[src/rtl/wel_pkg.sv]
package wel_pkg;

    localparam int ADDR_W = 2;

    typedef enum logic [ADDR_W-1:0] {
        REG_ENABLE   = 2'd0,
        REG_POLARITY = 2'd1,
        REG_MASKED   = 2'd2,
        REG_RAW      = 2'd3
    } wel_reg_e;

    typedef enum logic {
        WK_IDLE = 1'b0,
        WK_REQ  = 1'b1
    } wel_wake_e;

endpackage

[src/rtl/wel_sync.sv]
module wel_sync #(
    parameter int          NUM_SRC = 32,
    parameter logic [NUM_SRC-1:0] IDLE_LVL = '0
) (
    input  logic               clk,
    input  logic               rst_n,
    input  logic [NUM_SRC-1:0] async_i,
    output logic [NUM_SRC-1:0] sync_o
);

    logic [NUM_SRC-1:0] stage1_q;
    logic [NUM_SRC-1:0] stage2_q;

    always_ff @(posedge clk or negedge rst_n) begin
        if (!rst_n) begin
            stage1_q <= IDLE_LVL;
            stage2_q <= IDLE_LVL;
        end else begin
            stage1_q <= async_i;
            stage2_q <= stage1_q;
        end
    end

    assign sync_o = stage2_q;

endmodule

[src/rtl/wel_edge.sv]
module wel_edge #(
    parameter int          NUM_SRC = 32,
    parameter logic [NUM_SRC-1:0] IDLE_LVL = '0
) (
    input  logic               clk,
    input  logic               rst_n,
    input  logic [NUM_SRC-1:0] sync_i,
    input  logic [NUM_SRC-1:0] pol_i,
    output logic [NUM_SRC-1:0] hit_o
);

    logic [NUM_SRC-1:0] prev_q;

    always_ff @(posedge clk or negedge rst_n) begin
        if (!rst_n) begin
            prev_q <= IDLE_LVL;
        end else begin
            prev_q <= sync_i;
        end
    end

    for (genvar i = 0; i < NUM_SRC; i++) begin : g_bit
        logic rise_w;
        logic fall_w;
        assign rise_w   = sync_i[i] & ~prev_q[i];
        assign fall_w   = ~sync_i[i] & prev_q[i];
        assign hit_o[i] = pol_i[i] ? rise_w : fall_w;
    end

endmodule

[src/rtl/wel_regs.sv]
module wel_regs
    import wel_pkg::*;
#(
    parameter int          NUM_SRC = 32,
    parameter logic [NUM_SRC-1:0] POL_RESET = '0
) (
    input  logic               clk,
    input  logic               rst_n,
    input  logic               wr_en,
    input  logic [ADDR_W-1:0]  addr,
    input  logic [NUM_SRC-1:0] wdata,
    input  logic [NUM_SRC-1:0] hit_i,
    output logic [NUM_SRC-1:0] en_q,
    output logic [NUM_SRC-1:0] pol_q,
    output logic [NUM_SRC-1:0] raw_q,
    output logic [NUM_SRC-1:0] masked_o,
    output logic [NUM_SRC-1:0] rdata
);

    wel_reg_e           sel;
    logic [NUM_SRC-1:0] clr_mask;
    logic [NUM_SRC-1:0] raw_d;

    assign sel      = wel_reg_e'(addr);
    assign clr_mask = (wr_en && sel == REG_RAW) ? wdata : '0;
    assign raw_d    = (raw_q & ~clr_mask) | hit_i;   // new edge wins over clear
    assign masked_o = raw_q & en_q;

    always_ff @(posedge clk or negedge rst_n) begin
        if (!rst_n) begin
            en_q  <= '0;
            pol_q <= POL_RESET;
            raw_q <= '0;
        end else begin
            raw_q <= raw_d;
            if (wr_en && sel == REG_ENABLE) begin
                en_q <= wdata;
            end
            if (wr_en && sel == REG_POLARITY) begin
                pol_q <= wdata;
            end
        end
    end

    always_comb begin
        unique case (sel)
            REG_ENABLE:   rdata = en_q;
            REG_POLARITY: rdata = pol_q;
            REG_MASKED:   rdata = masked_o;
            REG_RAW:      rdata = raw_q;
            default:      rdata = '0;
        endcase
    end

endmodule

[src/rtl/wel_wake_fsm.sv]
module wel_wake_fsm
    import wel_pkg::*;
(
    input  logic clk,
    input  logic rst_n,
    input  logic any_i,
    output logic wake_o
);

    wel_wake_e state_q;
    wel_wake_e state_d;

    always_ff @(posedge clk or negedge rst_n) begin
        if (!rst_n) begin
            state_q <= WK_IDLE;
        end else begin
            state_q <= state_d;
        end
    end

    always_comb begin
        state_d = state_q;
        unique case (state_q)
            WK_IDLE: if (any_i)  state_d = WK_REQ;
            WK_REQ:  if (!any_i) state_d = WK_IDLE;
            default: state_d = WK_IDLE;
        endcase
    end

    always_comb begin
        wake_o = (state_q == WK_REQ);
    end

endmodule

[src/rtl/wake_event_latch.sv]
module wake_event_latch
    import wel_pkg::*;
#(
    parameter int          NUM_SRC   = 32,
    parameter logic [NUM_SRC-1:0] POL_RESET = 32'h0000_0007,
    parameter logic [NUM_SRC-1:0] IDLE_LVL  = '0
) (
    input  logic               clk,
    input  logic               rst_n,
    input  logic [NUM_SRC-1:0] src_i,
    input  logic               reg_wr,
    input  logic [1:0]         reg_addr,
    input  logic [NUM_SRC-1:0] reg_wdata,
    output logic [NUM_SRC-1:0] reg_rdata,
    output logic               wake_req
);

    logic [NUM_SRC-1:0] src_sync;
    logic [NUM_SRC-1:0] edge_hit;
    logic [NUM_SRC-1:0] en_q;
    logic [NUM_SRC-1:0] pol_q;
    logic [NUM_SRC-1:0] raw_q;
    logic [NUM_SRC-1:0] masked;

    wel_sync #(.NUM_SRC(NUM_SRC), .IDLE_LVL(IDLE_LVL)) u_sync (
        .clk     (clk),
        .rst_n   (rst_n),
        .async_i (src_i),
        .sync_o  (src_sync)
    );

    wel_edge #(.NUM_SRC(NUM_SRC), .IDLE_LVL(IDLE_LVL)) u_edge (
        .clk    (clk),
        .rst_n  (rst_n),
        .sync_i (src_sync),
        .pol_i  (pol_q),
        .hit_o  (edge_hit)
    );

    wel_regs #(.NUM_SRC(NUM_SRC), .POL_RESET(POL_RESET)) u_regs (
        .clk      (clk),
        .rst_n    (rst_n),
        .wr_en    (reg_wr),
        .addr     (reg_addr),
        .wdata    (reg_wdata),
        .hit_i    (edge_hit),
        .en_q     (en_q),
        .pol_q    (pol_q),
        .raw_q    (raw_q),
        .masked_o (masked),
        .rdata    (reg_rdata)
    );

    wel_wake_fsm u_fsm (
        .clk    (clk),
        .rst_n  (rst_n),
        .any_i  (|masked),
        .wake_o (wake_req)
    );

endmodule

[config.mk]
export PLATFORM = sky130hd
export DESIGN_NAME = wake_event_latch
export DESIGN_NICKNAME = d
export VERILOG_FILES = /design/src/rtl/wel_pkg.sv /design/src/rtl/wel_sync.sv /design/src/rtl/wel_edge.sv /design/src/rtl/wel_regs.sv /design/src/rtl/wel_wake_fsm.sv /design/src/rtl/wake_event_latch.sv
export SDC_FILE = /design/constraint.sdc
export NUM_CORES = 1
export LEC_CHECK = 0
export BUFFER_PORTS_ARGS = -buffer_cell sky130_fd_sc_hd__buf_2
export CAP_MARGIN = 20
export CELL_PAD_IN_SITES_DETAIL_PLACEMENT = 1
export CELL_PAD_IN_SITES_GLOBAL_PLACEMENT = 2
export CORE_UTILIZATION = 25
export DETAILED_ROUTE_END_ITERATION = 10
export HOLD_SLACK_MARGIN = 0.08
export PLACE_DENSITY = 0.66
export SYNTH_ARGS = -nofsm -noshare
export SYNTH_HDL_FRONTEND = slang
export SYNTH_HIERARCHICAL = 1
export SYNTH_SLANG_ARGS = --single-unit
[constraint.sdc]
create_clock -name clk -period 3.4 [get_ports clk]
set_input_delay 0.17 -clock clk [delete_from_list [all_inputs] [get_ports clk]]
set_output_delay 0.17 -clock clk [all_outputs]
set_load 0.1 [all_outputs]
* Yosys cells after proc, flatten, opt, wreduce, memory -nomap -nowiden
Cells that the tools add are included.
** Word-level totals
- Register bits :: 193
- Input port bits :: 69
- Output and inout port bits :: 33
- Logic and storage cells :: 182
** Cells by class
- Equality and inequality tests :: 3
- Multiplexer cells :: 35
- Bitwise logic cells :: 132
- Reduce and logical (&&, ||, !) cells :: 5
** Operator list (number)
- $pmux W32 S4 :: 1
- $and A1 B1 Y1 :: 64
- $and A32 B32 Y32 :: 2
- $not A1 Y1 :: 64
- $mux W1 :: 33
- $mux W32 :: 1
- $not A32 Y32 :: 1
- $or A32 B32 Y32 :: 1
- $reduce_or A32 Y1 :: 1
- $eq A2 B2 Y1 const B :: 2
- $logic_and A1 B1 Y1 :: 3
- $eq A2 B1 Y1 const B :: 1
- $logic_not A2 Y1 :: 1

* Logic depth before layout (Yosys ltp)
- Depth after elaboration :: 6
- Depth in mapped cells :: 4
- Depth with buffers taken out :: 4

* Cells and area by module
The synthesis kept the hierarchy.
** By module, submodules not included
- wel_regs :: instances 1, cells each 350, area each 4519.3 µm², seq. area each 2406.1 µm²
- wel_sync :: instances 1, cells each 64, area each 1601.5 µm², seq. area each 1601.5 µm²
- wel_edge :: instances 1, cells each 128, area each 1517.7 µm², seq. area each 800.8 µm²
- wake_event_latch :: instances 1, cells each 11, area each 75.1 µm², seq. area each 0.0 µm²
- wel_wake_fsm :: instances 1, cells each 1, area each 25.0 µm², seq. area each 25.0 µm²

* Worst setup path after synthesis
No wires, ideal clock.
- Path type :: input to output
- Start point :: input port reg_addr[1]
- End point :: output port reg_rdata[10]
- Arrival :: 1.124 ns
- Data required time :: 3.230 ns
- Path slack :: 2.106 ns
- Stages on the path :: 4
- Path buffers :: 2
- Path through :: buf_2 -> clkbuf_1 -> nand2b_1 -> o221a_2
** Between the ends
- Word-level cells in the longest chain between the ends :: 2
- Elaborated cells between the ends (all ways) :: 5
** Ends and longest elaborated chain
- start: declaration :: line wake_event_latch.sv:12 : input logic [1:0] reg_addr,
- $eq A2 B2 Y1, or another cell as far along :: line wel_regs.sv:46 : unique case (sel)
- $pmux W32 S4 (*) :: line wel_regs.sv:46
- end: declaration :: line wake_event_latch.sv:14 : output logic [NUM_SRC-1:0] reg_rdata,
Every way passes the cells marked *; elsewhere a longest branch is shown, timed or not.

* Worst setup path in the final report
- Start point :: input port reg_addr[0]
- End point :: output port reg_rdata[19]
Same word-level chain as after synthesis.

==> impl_metrics.sql <==
INSERT INTO impl_metrics (metric_group, metric, value, unit) VALUES
('global_routing', 'grt.overflow.total', '0', ''),
('clock_tree', 'clock_insertion_delay_worst_skew', '450', 'ps'),
('clock_tree', 'post_cts_resized', '0', ''),
('layout', 'syn_to_final_growth', '28.7', '%'),
('die', 'fp.coreArea', '30500', 'sq um'),
('worst_setup_path', 'crit_arrival', '2050', 'ps'),
('clock_tree', 'cts_post_setup_buffers_inserted', '0', ''),
('placed_design', 'place_area', '8710', 'sq um'),
('synthesis', 'ff_latch_count_synth', '193', ''),
('die', 'boundaryPins', '102', ''),
('global_routing', 'grt_pass1_vias', '5405', ''),
('synthesis', 'synth_area', '7740', 'sq um'),
('clock_tree', 'clock_transition_at_path_regs', '80', 'ps'),
('sta', 'setup_viol_count_final', '0', ''),
('layout', 'design.final.nets', '792', ''),
('synthesis', 'synth_top_cell_by_area', 'sky130_fd_sc_hd__dfrtp_1', ''),
('die', 'placementRows', '64', ''),
('sta', 'rsz0062_at_grt', 'no', ''),
('die', 'fp.dieW', '178', 'microns'),
('power', 'cellPowerDensity', '634', 'nW/um^2'),
('status', 'run_status', 'finished clean', ''),
('power', 'vdd_drop_max', '0.000350', 'V'),
('worst_setup_path', 'setup.worst_path.start', 'reg_addr[0]', ''),
('synthesis', 'synth_cell_types', '21', ''),
('routing', 'vias', '5097', ''),
('synthesis', 'yosysWarningCount', '6', ''),
('sta', 'worst_slew_pin_slew', '796', 'ps'),
('worst_setup_path', 'critical_path.max_fanout', '44', ''),
('synthesis', 'syn-num-nets', '623', ''),
('sta', 'timing.slew.headroom', '47.0', '%'),
('worst_setup_path', 'critPathRequiredTime', '3230', 'ps'),
('die', 'effective_utilization_at_floorplan', '25.4', '%'),
('hold_path', 'hold-path-cell-count', '3', ''),
('placed_design', 'dp.cells', '1035', ''),
('global_routing', 'grt_usage', '13.1', '%'),
('placed_design', 'place.port_buffers', '101', ''),
('layout', 'post_layout_nonfiller_instances', '1132', ''),
('worst_setup_path', 'reg2regPathDepth', '4', ''),
('synthesis', 'post_synth_inst_count', '554', ''),
('sta', 'final_period_minus_worst_setup_slack', '2220', 'ps'),
('sta', 'hold_viol', '0', ''),
('layout', 'filler_cell_count_in_the_final_layout', '3247', ''),
('clock_tree', 'clockBufferDepth', '2', ''),
('synthesis', 'synth_sequential_area_ratio', '62.5', '%'),
('global_routing', 'grt_first_pass_wirelength', '30800', 'microns'),
('placed_design', 'place.gp.congestion', '0.708', ''),
('sta', 'timing_max_transition_violations_final', '0', ''),
('placed_design', 'detailed_place_hpwl', '12500', 'microns'),
('sta', 'achievable-frequency', '450', 'MHz'),
('run', 'max_cap_violations', '0', ''),
('clock_tree', 'root_cell_of_the_clock_tree', 'sky130_fd_sc_hd__clkbuf_16', ''),
('routing', 'drt_pre_antenna_iters', '6', ''),
('power', 'power.leakage', '0.00412', 'uW'),
('clock_tree', 'cts_hold_repair.buffers', '65', ''),
('sta', 'final.setup.tns', '0', 'ps'),
('layout', 'finalInstanceArea', '9960', 'sq um'),
('routing', 'remaining_drc_errors', '0', ''),
('routing', 'totalWireLength', '19500', 'microns'),
('clock_tree', 'h_tree_lvls', '4', ''),
('sta', 'finClkSkew', '12.5', 'ps'),
('worst_setup_path', 'rr_startpoint', 'u_regs/en_q[26]', ''),
('worst_setup_path', 'setup.worst_path.class', 'in -> out', ''),
('clock_tree', 'tritoncts.num_buffers', '17', ''),
('synthesis', 'post_synth_main_area_contributors', 'sky130_fd_sc_hd__dfrtp_1, sky130_fd_sc_hd__mux2_2, sky130_fd_sc_hd__nand2b_1', ''),
('worst_setup_path', 'critPathCapture', 'reg_rdata[19]', ''),
('die', 'area_of_the_die', '31700', 'sq um'),
('global_routing', 'number_of_antenna_violations_at_the_first_check_in_global_routing', '0', ''),
('routing', 'drt_iter0_drc', '298', ''),
('hold_path', 'holdCritPathClass', 'in -> reg', ''),
('routing', 'detail-route-antenna-nets', '0', ''),
('worst_setup_path', 'critPathCaptureType', 'output port', '');
==> logic make-up after synthesis <==
logic type	after synthesis	synth area share, %
flip-flops	193	62.5
buffers and inverters	27	2.05
AND/OR/NAND/NOR	174	13.3
AO/OA/AOI/OAI	96	12.8
multiplexers	64	9.31
==> worst min-delay path by stage <==
stage | endpoint | start
after floorplan | u_edge/prev_q[0] | rst_n
after detailed placement | u_sync/stage1_q[12] | src_i[12]
after global routing | u_regs/raw_q[26] | reg_addr[1]
after global placement | u_sync/stage1_q[6] | src_i[6]
after CTS | u_regs/raw_q[12] | reg_addr[1]
final | u_regs/raw_q[12] | reg_addr[1]
==> metal layers <==
metal | vias to the layer above | wire (microns) | global-route usage [%]
met5 | - | 0 | 0
met4 | 0 | 197 | 4.27
met3 | 9 | 620 | 3.23
met2 | 86 | 9200 | 20.4
met1 | 2648 | 9520 | 17.6
li1 | 2354 | - | -
==> flip-flops by register name, summed over array words and instances (netlist names) <==
| name | cells |
|---|---|
| u_regs/pol_q | 32 |
| u_regs/en_q | 32 |
| u_fsm/wake_o | 1 |
| u_regs/raw_q | 32 |
| u_edge/prev_q | 32 |
| u_sync/stage1_q | 32 |
| u_sync/sync_o | 32 |
==> power breakdown <==
group          switching [uW]  internal (uW)  total (uW)
logic                     932            516        1450
clock network             911           1170        2080
registers                 223           2570        2790
total                    2070           4250        6310
==> Yosys cell counts <==
cell / number
sky130_fd_sc_hd__o21ai_1: 1
sky130_fd_sc_hd__dfstp_2: 3
sky130_fd_sc_hd__buf_6: 3
sky130_fd_sc_hd__clkbuf_1: 4
sky130_fd_sc_hd__nor4_2: 1
sky130_fd_sc_hd__o22ai_2: 31
sky130_fd_sc_hd__nor4_1: 7
sky130_fd_sc_hd__nand2_1: 31
sky130_fd_sc_hd__nand3b_1: 2
sky130_fd_sc_hd__dfrtp_1: 190
sky130_fd_sc_hd__nor3b_4: 1
sky130_fd_sc_hd__mux2_1: 5
sky130_fd_sc_hd__a21o_1: 32
sky130_fd_sc_hd__buf_2: 16
sky130_fd_sc_hd__mux2_2: 59
sky130_fd_sc_hd__or2_1: 1
sky130_fd_sc_hd__nand2b_1: 65
sky130_fd_sc_hd__o221a_2: 32
sky130_fd_sc_hd__and2_1: 32
sky130_fd_sc_hd__nand4_1: 34
sky130_fd_sc_hd__buf_4: 4
==> area by class of cell <==
| class | count | area [sq um] | area share, % |
|---|---|---|---|
| flip-flops and latches | 193 | 4830 | 48.5 |
| clock inverters | 12 | 156 | 1.57 |
| multi-input cells | 334 | 2750 | 27.6 |
| well taps | 396 | 495 | 4.98 |
| clock buffers | 20 | 437 | 4.38 |
| repair buffers | 177 | 1290 | 12.9 |
==> critical path, cell delays in order <==
cell and delay (ps):
sky130_fd_sc_hd__buf_2 500, sky130_fd_sc_hd__buf_4 630, sky130_fd_sc_hd__o221a_2 310, sky130_fd_sc_hd__buf_2 430
==> layout by cell type (no fill, tap or decap), types with 9 or more instances in the layout <==
master,synthesis,final
sky130_fd_sc_hd__mux2_2,59,59
sky130_fd_sc_hd__buf_4,4,9
sky130_fd_sc_hd__a21o_1,32,32
sky130_fd_sc_hd__nand4_1,34,34
sky130_fd_sc_hd__nand2b_1,65,64
sky130_fd_sc_hd__o221a_2,32,32
sky130_fd_sc_hd__dfrtp_1,190,190
sky130_fd_sc_hd__clkbuf_16,0,17
sky130_fd_sc_hd__dlygate4sd3_1,0,65
sky130_fd_sc_hd__nand2_1,31,31
sky130_fd_sc_hd__buf_2,16,99
sky130_fd_sc_hd__and2_1,32,32
sky130_fd_sc_hd__o22ai_2,31,31
==> per-stage QoR <==
stage | utilization, % | total power, uW | hold slack [ps] | worst slack (ps)
after CTS | 32.6 | 6430 | 286 | 1140
after global placement | 28.6 | 4230 | 278 | 1150
after detailed placement | 28.6 | 4250 | 280 | 1120
after global routing | 32.6 | 6620 | 325 | 1050
final | 32.6 | 6310 | 301 | 1180
after floorplan | - | 3880 | -126 | 2110
Note: power is estimated with default switching activity, not from simulation.
